===== src/rtl/msb_pkg.sv =====
package msb_pkg;

   // Drive request for the strobe pad
   typedef struct packed {
      logic oe;
      logic dat;
   } pad_drv_t;

   localparam int MAX_PINS   = 4;
   localparam int MAX_STAGES = 4;

endpackage


===== src/rtl/msb_sync.sv =====
module msb_sync #(
   parameter int W      = 4,
   parameter int STAGES = 2
) (
   input  logic         clk,
   input  logic [W-1:0] din,
   output logic [W-1:0] dout
);

   generate
      if (STAGES == 0) begin : g_bypass
         assign dout = din;
      end else begin : g_chain
         logic [W-1:0] stage_q [STAGES];
         always_ff @(posedge clk) begin
            stage_q[0] <= din;
            for (int i = 1; i < STAGES; i++) begin
               stage_q[i] <= stage_q[i-1];
            end
         end
         assign dout = stage_q[STAGES-1];
      end
   endgenerate

endmodule


===== src/rtl/msb_mode_latch.sv =====
module msb_mode_latch #(
   parameter int N_PINS = 2
) (
   input  logic              clk,
   input  logic              rst_n,
   input  logic [N_PINS-1:0] strap_s,
   output logic [N_PINS-1:0] mode_q
);

   // Track the straps for as long as reset is held; freeze on release
   always_ff @(posedge clk) begin
      if (!rst_n) begin
         mode_q <= strap_s;
      end
   end

endmodule


===== src/rtl/msb_ephase.sv =====
module msb_ephase (
   input  logic clk,
   input  logic rst_n,
   input  logic e_s,
   output logic e_fall,
   output logic first_half
);

   logic e_prev;

   always_ff @(posedge clk or negedge rst_n) begin
      if (!rst_n) begin
         e_prev <= 1'b0;
      end else begin
         e_prev <= e_s;
      end
   end

   assign e_fall     = e_prev & ~e_s;
   // Registered E level low means the state registers sit in the first half
   assign first_half = ~e_prev;

endmodule


===== src/rtl/msb_strobe_ctl.sv =====
module msb_strobe_ctl
   import msb_pkg::*;
#(
   parameter int PULSE_OPTION = 1
) (
   input  logic     clk,
   input  logic     rst_n,
   input  logic     e_fall,
   input  logic     first_half,
   input  logic     fetch_s,
   input  logic     en_s,
   input  logic     hi_s,
   output pad_drv_t drv
);

   logic in_fetch;
   logic was_fetch;
   logic pulse;
   logic low_req;

   always_ff @(posedge clk or negedge rst_n) begin
      if (!rst_n) begin
         in_fetch  <= 1'b0;
         was_fetch <= 1'b0;
      end else if (e_fall) begin
         was_fetch <= in_fetch;
         in_fetch  <= fetch_s;
      end
   end

   generate
      if (PULSE_OPTION != 0) begin : g_pulse
         assign pulse = hi_s & was_fetch & first_half;
      end else begin : g_no_pulse
         assign pulse = 1'b0;
      end
   endgenerate

   assign low_req = in_fetch & ~pulse;

   always_comb begin
      drv.oe  = en_s & (low_req | pulse);
      drv.dat = en_s & pulse;
   end

endmodule


===== src/rtl/mode_strap_strobe.sv =====
module mode_strap_strobe
   import msb_pkg::*;
#(
   parameter int N_PINS       = 2,
   parameter int SYNC_STAGES  = 2,
   parameter int PULSE_OPTION = 1
) (
   input  logic              clk,
   input  logic              rst_n,
   input  logic [N_PINS-1:0] strap_in,
   input  logic              e_clk,
   input  logic              op_fetch,
   input  logic              strobe_en,
   input  logic              pulse_hi_en,
   output logic [N_PINS-1:0] mode_o,
   output logic              strobe_oe,
   output logic              strobe_do
);

   localparam int SYNC_W = N_PINS + 4;

   generate
      if (N_PINS < 1 || N_PINS > MAX_PINS) begin : g_bad_pins
         $error("mode_strap_strobe: N_PINS out of range");
      end
      if (SYNC_STAGES < 0 || SYNC_STAGES > MAX_STAGES) begin : g_bad_sync
         $error("mode_strap_strobe: SYNC_STAGES out of range");
      end
      if (PULSE_OPTION < 0 || PULSE_OPTION > 1) begin : g_bad_pulse
         $error("mode_strap_strobe: PULSE_OPTION must be 0 or 1");
      end
   endgenerate

   logic [SYNC_W-1:0] raw_bus;
   logic [SYNC_W-1:0] syn_bus;
   logic [N_PINS-1:0] strap_s;
   logic              e_s;
   logic              fetch_s;
   logic              en_s;
   logic              hi_s;
   logic              e_fall;
   logic              first_half;
   pad_drv_t          drv;

   assign raw_bus = {strap_in, e_clk, op_fetch, strobe_en, pulse_hi_en};

   msb_sync #(.W(SYNC_W), .STAGES(SYNC_STAGES)) u_sync (
      .clk  (clk),
      .din  (raw_bus),
      .dout (syn_bus)
   );

   assign {strap_s, e_s, fetch_s, en_s, hi_s} = syn_bus;

   msb_mode_latch #(.N_PINS(N_PINS)) u_mode (
      .clk     (clk),
      .rst_n   (rst_n),
      .strap_s (strap_s),
      .mode_q  (mode_o)
   );

   msb_ephase u_phase (
      .clk        (clk),
      .rst_n      (rst_n),
      .e_s        (e_s),
      .e_fall     (e_fall),
      .first_half (first_half)
   );

   msb_strobe_ctl #(.PULSE_OPTION(PULSE_OPTION)) u_ctl (
      .clk        (clk),
      .rst_n      (rst_n),
      .e_fall     (e_fall),
      .first_half (first_half),
      .fetch_s    (fetch_s),
      .en_s       (en_s),
      .hi_s       (hi_s),
      .drv        (drv)
   );

   // Pad released while the straps are being read
   assign strobe_oe = rst_n & drv.oe;
   assign strobe_do = rst_n & drv.dat;

endmodule


===== config.mk =====
export PLATFORM = sky130hd
export DESIGN_NAME = mode_strap_strobe
export DESIGN_NICKNAME = d
export VERILOG_FILES = /design/src/rtl/msb_pkg.sv /design/src/rtl/msb_sync.sv /design/src/rtl/msb_mode_latch.sv /design/src/rtl/msb_ephase.sv /design/src/rtl/msb_strobe_ctl.sv /design/src/rtl/mode_strap_strobe.sv
export SDC_FILE = /design/constraint.sdc
export NUM_CORES = 1
export LEC_CHECK = 0
export CAP_MARGIN = 20
export CORE_AREA = 3 3 40 42
export CTS_CLUSTER_SIZE = 20
export DETAILED_ROUTE_END_ITERATION = 7
export DIE_AREA = 0 0 43 45
export MAX_ROUTING_LAYER = met4
export PLACE_DENSITY_LB_ADDON = 0.08
export RECOVER_POWER = 25
export SETUP_SLACK_MARGIN = 0.15
export SYNTH_ARGS = -nofsm -noshare
export SYNTH_HDL_FRONTEND = slang
export SYNTH_HIERARCHICAL = 1
export SYNTH_SLANG_ARGS = --single-unit
export TNS_END_PERCENT = 100

===== constraint.sdc =====
create_clock -name clk -period 2.3 [get_ports clk]
set_input_delay 0.46 -clock clk [delete_from_list [all_inputs] [get_ports clk]]
set_output_delay 0.46 -clock clk [all_outputs]
set_load 0.1 [all_outputs]

# Word-level counts from Yosys, hierarchy flattened
# Memory sizes are Yosys's and may differ from the RTL's.
# Index checks and enable logic that the tools add are counted.
[totals]
register_bits = 5
output_inout_bits = 4
n_memories = 1
elab_cells = 17
mem_bits_rw = 12
inputBits = 8
[memory_table]
columns = ["memory", "words", "word_bits", "read_ports", "rd_clocked_by_memory_dff", "write_ports", "line", "text"]
rows = [
  ["u_sync.g_chain.stage_q", 2, 6, 2, 0, 2, "msb_sync.sv:14", "logic [W-1:0] stage_q [STAGES];"],
]
[classes]
n_bitwise = 12
[ops]
columns = ["cell", "count"]
rows = [
  ["$and 1x1->1", 8],
  ["$not 1->1", 3],
  ["$or 1x1->1", 1],
]

# Longest topological paths before layout
# Gate-level depths: netlist (run 1).
[logic_depth]
depth_word = 7
ltp_mapped = 4
depth_no_buf = 4

# Modules after synthesis
# The synthesis (run 1) kept the hierarchy.
[modules_own_cells]
columns = ["mod", "n_inst", "area_per_inst_um2", "seq_area_each_um2", "cells_each"]
rows = [
  ["msb_sync", 1, 285.3, 240.2, 18],
  ["msb_strobe_ctl", 1, 91.3, 50.0, 6],
  ["msb_mode_latch", 1, 63.8, 60.1, 3],
  ["msb_ephase", 1, 42.5, 25.0, 3],
  ["mode_strap_strobe", 1, 12.5, 0.0, 2],
]

# Worst setup path before layout (run 1)
# No wires, ideal clock.
[synth_path]
path_kind = "register to output"
startpoint = "reg u_phase.e_prev"
endpoint = "out strobe_oe"
stages_incl_launch_ff = 5
required_time_ns = 1.840
n_path_buf = 0
t_arrival_ns = 1.417
path_slack_ns = 0.423
cell_sequence = "dfrtp_1 inv_1 and4_4 a21o_1 and2_1"
[synth_rtl]
columns = ["item", "line", "text"]
rows = [
  ["start: declaration", "msb_ephase.sv:9", "logic e_prev;"],
  ["start signal: assignment", "msb_ephase.sv:15", "e_prev <= e_s;"],
  ["end: declaration", "mode_strap_strobe.sv:16", "output logic strobe_oe,"],
]

# Worst setup path in the final report (run 1)
[layout_path]
startpoint = "in rst_n"
endpoint = "out strobe_oe"
[layout_between]
elab_chain_cells = 1
[layout_lines]
columns = ["item", "line", "text"]
rows = [
  ["start: declaration", "mode_strap_strobe.sv:9", "input logic rst_n,"],
  ["$and 1x1->1", "mode_strap_strobe.sv:82", "assign strobe_oe = rst_n & drv.oe;"],
]
# Every way passes these cells.

==> results of run 1 <==
==> cells in the final DEF, fill, tap and decap left out <==
cell and instances:
buf_12 2, buf_4 2, and4_4 1, nor2b_4 1
dfxtp_1 12, clkinv_2 1, mux2_1 2, clkdlybuf4s50_1 7
dfrtp_1 3, edfxtp_1 2, a21o_1 1, clkbuf_4 3
inv_1 2, and2_1 2
==> power breakdown <==
group / switching, mW / internal [mW] / total [mW] / leakage (nW)
Sequential: 0.00815 / 0.322 / 0.330 / 0.156
Combinational: 0.0368 / 0.0285 / 0.0653 / 0.0987
Clock: 0.0815 / 0.0644 / 0.146 / 0.0177
==> worst max path at each step <==
stage	start	end	slack (ps)	cells past startpoint
floorplan	u_phase/e_prev	strobe_oe	420	4
global placement	rst_n	strobe_do	430	3
detailed placement	rst_n	strobe_oe	390	3
CTS	rst_n	strobe_oe	390	3
global route	rst_n	strobe_oe	340	3
finish	rst_n	strobe_oe	400	3
==> sequential cells by signal, summed over array words and instances (netlist names) <==
register and flops:
u_sync/g_chain.stage_q 12, u_mode/mode_q 2, u_ctl/in_fetch 1, u_ctl/was_fetch 1, u_phase/e_prev 1
==> per-layer routing <==
metal | GRT usage | wire (um)
met1 | 0.0500 | 185
met5 | - | 0
met2 | 0.0898 | 257
met4 | 0.0542 | 0
met3 | 0.0279 | 64
==> cell type report <==
| class | count | share of cell area |
|---|---|---|
| Clock inverter | 1 | 0.00805 |
| Clock buffer | 3 | 0.0362 |
| Inverter | 2 | 0.0121 |
| Sequential cell | 17 | 0.604 |
| Tap cell | 15 | 0.0302 |
| Timing Repair Buffer | 11 | 0.201 |
| Multi-Input combinational cell | 7 | 0.109 |
==> kinds of logic after synthesis <==
logic type | Yosys count | share of synthesized area
compound gates | 1 | 0.0152
buf+inv | 8 | 0.106
mux | 2 | 0.0455
flops | 17 | 0.758
simple gates | 4 | 0.0757
==> critical path: cells and delay by family <==
family | cells | cell delay [ps]
and+or+nand+nor | 1 | 210
buffers and inverters | 2 | 770
==> results.cfg, run 1 <==
[drt]
via_count = 226
totalWireLength_um = 506
wl_per_cell_um = 9.04
via_per_inst = 4.04
ant_nets = 0
dr.pass1.iters = 1
drc = 0
drtIter0Drc = 0

[critical_path]
crit_path_max_fanout = 6
max_stage_delay_ps = 590
path_cells = clkdlybuf4s50_1 -> and2_1 -> buf_12
ff2ff_path_depth = 2
critPathKind = in2out
cp.required_ps = 1840
r2r_slack_ps = 1350
critPathSlowestCell = clkdlybuf4s50_1
r2r_start = u_phase/e_prev
critPathCaptureType = output pin
worstSetupStartpointType = input port
regToRegEndpoint = u_ctl/in_fetch
cp.arrival_ps = 1440

[sta]
holdWs_ps = 334
rsz0062_at_grt = no
skew_ps = 0.371
fin_crit_ps = 1900
setup-violations-final = 0
finalHoldViolCount = 0
slew_violations = 0
fmaxAchievable_mhz = 526
fin_crit_sh = 0.827
worst_slew_pin_slew_ps = 279
relSlewSlack = 0.816
fin_tns_setup_ps = 0
fin_ws_ps = 398

[logic_synthesis]
netlist_area_sq_um = 495
synth.distinct_cells = 10
synth_edf_count = 2
synth_top_cell_area_share = 0.485
synth.top_cells.by_count = dfxtp_1 (12), buf_4 (6), dfrtp_1 (3)
yosysTopAreaCell = dfxtp_1
synth-main-ff-cell = dfxtp_1
yosys.cell_count.top_type = dfxtp_1
synth_warnings = 6
async_reset_ff_frac = 0.176
ys_ff_latch = 17
syn_area_per_cell_sq_um = 15.5
ys_top_cells_by_area = dfxtp_1 (48%), dfrtp_1 (15%), edfxtp_1 (12%)
seq_area_frac_synth = 0.758
syn_inst = 32
syn_nets = 40

[cells_and_area]
postLayoutCellArea_sq_um = 622
nNetsFinal = 50
regArea_sq_um = 375
antennaDiodeCount = 0
drive_gt1_frac = 0.244
multi_input_area_sq_um = 67.6
final_util = 0.484
final_cells = 56
area_delta_synth_final_pct = 25.5
fillers = 118

[floorplanning]
rows = 13
io_pins = 12
die_area_sq_um = 1940
die_h_um = 45
start_util = 0.386
core-area_sq_um = 1280
die_w_um = 43

[min_path]
hold_end = u_sync/g_chain.stage_q[0][7]
whs_path_depth = 0
hold_start = u_sync/g_chain.stage_q[0][1]
hp-class = reg2reg

[clocking]
cts.sinks = 17
cts-root-buf = clkbuf_4
clock_latency_ps = 270
cts_hold_buf = 0
post_cts_resized = 0
cts_tree = done
cts_setup_buffers = 0
cts_max_level = 1
max-clock-path-buffers = 2
clk_pin_slew_ps = 90
numCtsBuffers = 3

[pwr]
fin_total_pwr_mw = 0.541
leakage_nw = 0.272
irDropWorstVdd_v = 0.000456
power_per_cell_area_nw_per_um2 = 870

[grt]
grt_antenna_before_repair = 0
grt-ovfl-total = 0
first_global_vias = 199
grt.total_usage = 0.0573
grt_pass1_wl_um = 738
grt_max_degree = 11

[placed_design]
place.gp.congestion = 0.687
dp_hpwl_um = 422
io_buffers = 11
dpl_cell_area_sq_um = 594
pre_cts_ws_ps = 393
place_inst = 52

[outcome]
status = finished, final reports clean

[run]
drv_cap = 0
Note: power is estimated with default switching activity, not from simulation.
==> run 2, diff against run 1 <==
==> constraint.sdc (replaced) <==
create_clock -name clk -period 1.6 [get_ports clk]
set_input_delay 0.32 -clock clk [delete_from_list [all_inputs] [get_ports clk]]
set_output_delay 0.32 -clock clk [all_outputs]
set_load 0.1 [all_outputs]
==> run 2 against run 1 <==
  * Via count is 0.88% higher
  * Sequential power is 44% higher
  * Global-route usage is 1.1 points higher
  * Wire length is 2.6% lower
  * Sequential share of layout area is 3.3 points lower
  * Non-clock buffer count is 1 higher
  * Critical endpoint unchanged
  * Clock skew hardly changed
  * The flow now finishes with violations (negative setup slack)
==> results.cfg, run 2 (synthesized netlist as in run 1, its figures left out) <==
[min_path]
hold_start = u_sync/g_chain.stage_q[0][2]
hp-class = reg2reg
hold_end = u_sync/g_chain.stage_q[0][8]
whs_path_depth = 0

[pwr]
fin_total_pwr_mw = 0.788
power_per_cell_area_nw_per_um2 = 1200
irDropWorstVdd_v = 0.000751
leakage_nw = 0.289

[grt]
grt_antenna_before_repair = 0
grt.total_usage = 0.0679
grt_pass1_wl_um = 855
grt_max_degree = 11
grt-ovfl-total = 0
first_global_vias = 227

[cells_and_area]
antennaDiodeCount = 0
final_cells = 57
fillers = 107
largest_reg_flops = 12
top_regs = u_sync/g_chain.stage_q: 12 flops, u_mode/mode_q: 2 flops
final_common_cell = dfxtp_1
nNetsFinal = 51
area_delta_synth_final_pct = 32.8
layout_common_cells = dfxtp_1 (12), clkdlybuf4s50_1 (7), buf_12 (4)
drive_gt1_frac = 0.310
largest-register = u_sync/g_chain.stage_q
final_util = 0.512

[drt]
totalWireLength_um = 493
top_layer = met3
via_per_inst = 4.00
dr.pass1.iters = 1
met3_length_um = 61
drtIter0Drc = 0
via_count = 228
ant_nets = 0
wl_met2_um = 247
drc = 0
wl_met1_um = 183
wl_per_cell_um = 8.65

[sta]
finalHoldViolCount = 0
fin_crit_ps = 1610
relSlewSlack = 0.913
worst_slew_pin_slew_ps = 130
setup-violations-final = 1
fin_crit_sh = 1.01
fmaxAchievable_mhz = 621
skew_ps = 0.691
slew_violations = 0
fin_ws_ps = -9.98
rsz0062_at_grt = yes

[placed_design]
place.gp.congestion = 0.592
place_inst = 53
io_buffers = 11

[floorplanning]
die_h_um = 45
rows = 13
io_pins = 12
core-area_sq_um = 1280
die_w_um = 43
die_area_sq_um = 1940
start_util = 0.386

[critical_path]
worstSetupStartpointType = register
critPathSlowestCell = dfrtp_1
cp.required_ps = 1280
critPathKind = reg2out
r2r_slack_ps = 660
ff2ff_path_depth = 2
cp.arrival_ps = 1290
crit_path_max_fanout = 2
crit_buf_inv = 2
regToRegEndpoint = u_ctl/was_fetch
critPathCaptureType = output pin
max_stage_delay_ps = 380
r2r_start = u_phase/e_prev
path_cells = inv_1 -> and4_4 -> a21o_1 -> and2_4 -> buf_12
critPathTopFamily = flip-flops
crit_path_start = u_phase/e_prev

[run]
drv_cap = 0

[clocking]
cts_hold_buf = 0
numCtsBuffers = 3
cts.sinks = 17
clk_pin_slew_ps = 80
clock_latency_ps = 280
cts_max_level = 1
max-clock-path-buffers = 2
cts-root-buf = clkbuf_4
cts_setup_buffers = 0
cts_tree = done

[outcome]
violations = negative setup slack
status = complete, but fails checks
==> run 2: cell types whose count changed in the layout (fill, tap and decap cells not counted), sizes merged <==
cell,change
buf,+1
==> run 2: repair_timing <==
item                                    in CTS  in global routing
endpoints found under the setup margin       2                  2
resized for setup                            1                  0
pin swaps                                    1                  0
==> run 2: cell type report <==
type / count / area [sq um] / share of cell area
Clock inverter: 1 / 5.00 / 0.00760
Tap cell: 15 / 18.8 / 0.0285
Multi-Input combinational cell: 7 / 71.3 / 0.108
Clock buffer: 3 / 22.5 / 0.0342
Sequential cell: 17 / 375 / 0.570
Inverter: 2 / 7.51 / 0.0114
Timing Repair Buffer: 12 / 158 / 0.240
==> run 2: layer usage <==
layer	GRT usage	vias to the layer above
met5	-	-
met4	0.0723	0
met3	0.0319	0
met2	0.105	12
met1	0.0578	100
li1	-	116
==> run 2: power by group <==
group	internal, mW	switching [mW]
Combinational	0.0510	0.0532
Sequential	0.462	0.0135
Clock	0.0925	0.116
==> run 2: how the worst max path moves through the flow <==
stage	endpoint	slack, ps	depth (start not counted)
final	strobe_oe	-10	5
after global placement	strobe_oe	140	3
after CTS	strobe_oe	-20	5
after global routing	strobe_oe	-110	5
after floorplan	strobe_oe	150	4
after detailed placement	strobe_oe	130	3
==> run 2: metrics by stage <==
stage / cell area [sq um] / worst slack [ps] / hold slack [ps] / TNS (ps)
after detailed placement: 629 / 126 / 312 / 0
after floorplan: 498 / 148 / 24.4 / 0
after global routing: 658 / -106 / 343 / -148
after global placement: 629 / 139 / 310 / 0
after CTS: 658 / -20.9 / 334 / -20.9
final: 658 / -9.98 / 332 / -9.98
==> run 3, diff against run 2 <==
--- a/config.mk
+++ b/config.mk
@@ -10,7 +10,6 @@
 export CTS_CLUSTER_SIZE = 20
 export DETAILED_ROUTE_END_ITERATION = 7
 export DIE_AREA = 0 0 43 45
-export MAX_ROUTING_LAYER = met4
 export PLACE_DENSITY_LB_ADDON = 0.08
 export RECOVER_POWER = 25
 export SETUP_SLACK_MARGIN = 0.15
==> constraint.sdc (replaced) <==
create_clock -name clk -period 1.4 [get_ports clk]
set_input_delay 0.28 -clock clk [delete_from_list [all_inputs] [get_ports clk]]
set_output_delay 0.28 -clock clk [all_outputs]
set_load 0.1 [all_outputs]
==> run 3 against run 2 <==
  * The flow still finishes with violations (negative setup slack)
  * Cell count is 1.8% higher
  * Total power increased by 14%
  * Sequential share of layout area down 0.64 points
  * Clock-buffer cell count rose by 1
  * Clock skew grew 0.55 ps
  * Critical path depth is the same
  * Combinational power is 17% higher
  * Final area grew 1.1%
  * Global-route usage up 0.29 points
  * Sequential cell count unchanged
  * Hold slack got worse by 3.3 ps
==> results.cfg, run 3 (synthesized netlist as in run 1, its figures left out) <==
[outcome]
status = complete, but fails checks
violations = negative setup slack

[critical_path]
critPathTopFamily = flip-flops
crit_path_max_fanout = 2
crit_buf_inv = 2
critPathKind = reg2out
cp.required_ps = 1120
worstSetupStartpointType = register
critPathCaptureType = output pin
cp.arrival_ps = 1290
path_cells = inv_1 -> and4_4 -> a21o_1 -> and2_4 -> buf_12
max_stage_delay_ps = 390
critPathSlowestCell = dfrtp_1

[floorplanning]
die_w_um = 43
die_area_sq_um = 1940
die_h_um = 45
core-area_sq_um = 1280
start_util = 0.386
io_pins = 12
rows = 13

[grt]
grt_antenna_before_repair = 0
grt.total_usage = 0.0708
grt_max_degree = 10
grt-ovfl-total = 0
grt_pass1_wl_um = 910
first_global_vias = 237

[cells_and_area]
final_cells = 58
final_common_cell = dfxtp_1
area_delta_synth_final_pct = 34.3
postLayoutCellArea_sq_um = 666
final_util = 0.518
largest_reg_flops = 12
drive_gt1_frac = 0.302
antennaDiodeCount = 0
layout_common_cells = dfxtp_1 (12), clkdlybuf4s50_1 (7), buf_12 (4)
top_regs = u_sync/g_chain.stage_q: 12 flops, u_mode/mode_q: 2 flops
nNetsFinal = 52
largest-register = u_sync/g_chain.stage_q

[placed_design]
io_buffers = 11
dp_hpwl_um = 433
place_inst = 53
dpl_cell_area_sq_um = 632
place.gp.congestion = 0.606

[pwr]
switchingPower_mw = 0.198
clock_power_share = 0.258
irDropWorstVdd_v = 0.000720
comb_power_share = 0.136
power_per_cell_area_nw_per_um2 = 1350
switching_share = 0.220
seq_power_share = 0.607
power.internal_mw = 0.699
leakage_nw = 0.292

[clocking]
max-clock-path-buffers = 2
numCtsBuffers = 3
clock_latency_ps = 270
cts_tree = done
clk_pin_slew_ps = 80
cts.sinks = 17
cts_hold_buf = 0
cts_max_level = 1
cts-root-buf = clkbuf_4

[min_path]
hp-class = in2async

[sta]
skew_ps = 1.24
fin_crit_sh = 1.12
rsz0062_at_grt = yes
finalHoldViolCount = 0
setup-violations-final = 2
slew_violations = 0
fin_ws_ps = -174
relSlewSlack = 0.912
fin_crit_ps = 1570
fmaxAchievable_mhz = 635
worst_slew_pin_slew_ps = 132

[drt]
ant_nets = 0
via_count = 241
drtIter0Drc = 0
totalWireLength_um = 522
via_per_inst = 4.16
wl_per_cell_um = 9.00
drc = 0
dr.pass1.iters = 1

[run]
drv_cap = 0
[run 3: per-layer routing]
| layer | wire length, um | vias to the layer above | GRT usage |
|---|---|---|---|
| met2 | 298 | 12 | 0.105 |
| met1 | 159 | 111 | 0.0650 |
| met5 | 0 | - | 0 |
| met3 | 65 | 0 | 0.0438 |
| li1 | - | 118 | - |
| met4 | 0 | 0 | 0.0723 |
[run 3: final timing paths]
path                                               from                            to  slack [ps]  cells past startpoint
max                                      u_phase/e_prev                     strobe_oe        -170                      5
max reg2reg                              u_phase/e_prev                u_ctl/in_fetch         350                      3
max in group asynchronous                         rst_n                u_phase/e_prev         980                      2
min in group clk           u_sync/g_chain.stage_q[0][1]  u_sync/g_chain.stage_q[0][7]         330                      0
min                                               rst_n                u_ctl/in_fetch         330                      2
min reg2reg                u_sync/g_chain.stage_q[0][1]  u_sync/g_chain.stage_q[0][7]         330                      0
[run 3: area by class of cell]
class,instances,area [sq um]
sequential,17,375
fill,116,619
timing repair buffer,13,165
tap,15,18.8
multi-input combinational,7,72.6
clock buffer,4,26.3
inverter,2,7.51
[run 3: what timing repair did]
item | CTS | global route
resized for setup | 0 | 0
pin swaps | 1 | 0
endpoints found under the setup margin | 2 | 2
gates cloned | 0 | 0
buffers inserted | 0 | 1
hold endpoints to repair | 0 | 0
[run 3: power by group through the flow]
stage / combinational (mW) / sequential [mW] / clock (mW)
2_1_floorplan: 0.0591 / 0.571 / 0
3_3_place_gp: 0.119 / 0.553 / 0
3_5_place_dp: 0.121 / 0.556 / 0
4_1_cts: 0.121 / 0.545 / 0.248
5_1_grt: 0.129 / 0.548 / 0.273
6_report: 0.122 / 0.544 / 0.231
[run 3: stage by stage]
step                worst slack [ps]  hold slack (ps)  power [mW]  TNS, ps
finish                          -174              329       0.897     -278
global route                    -280              324       0.950     -463
CTS                             -194              327       0.914     -315
detailed placement              1.65              314       0.677        0
global placement                20.2              310       0.672        0
floorplan                        119            -15.6       0.630        0
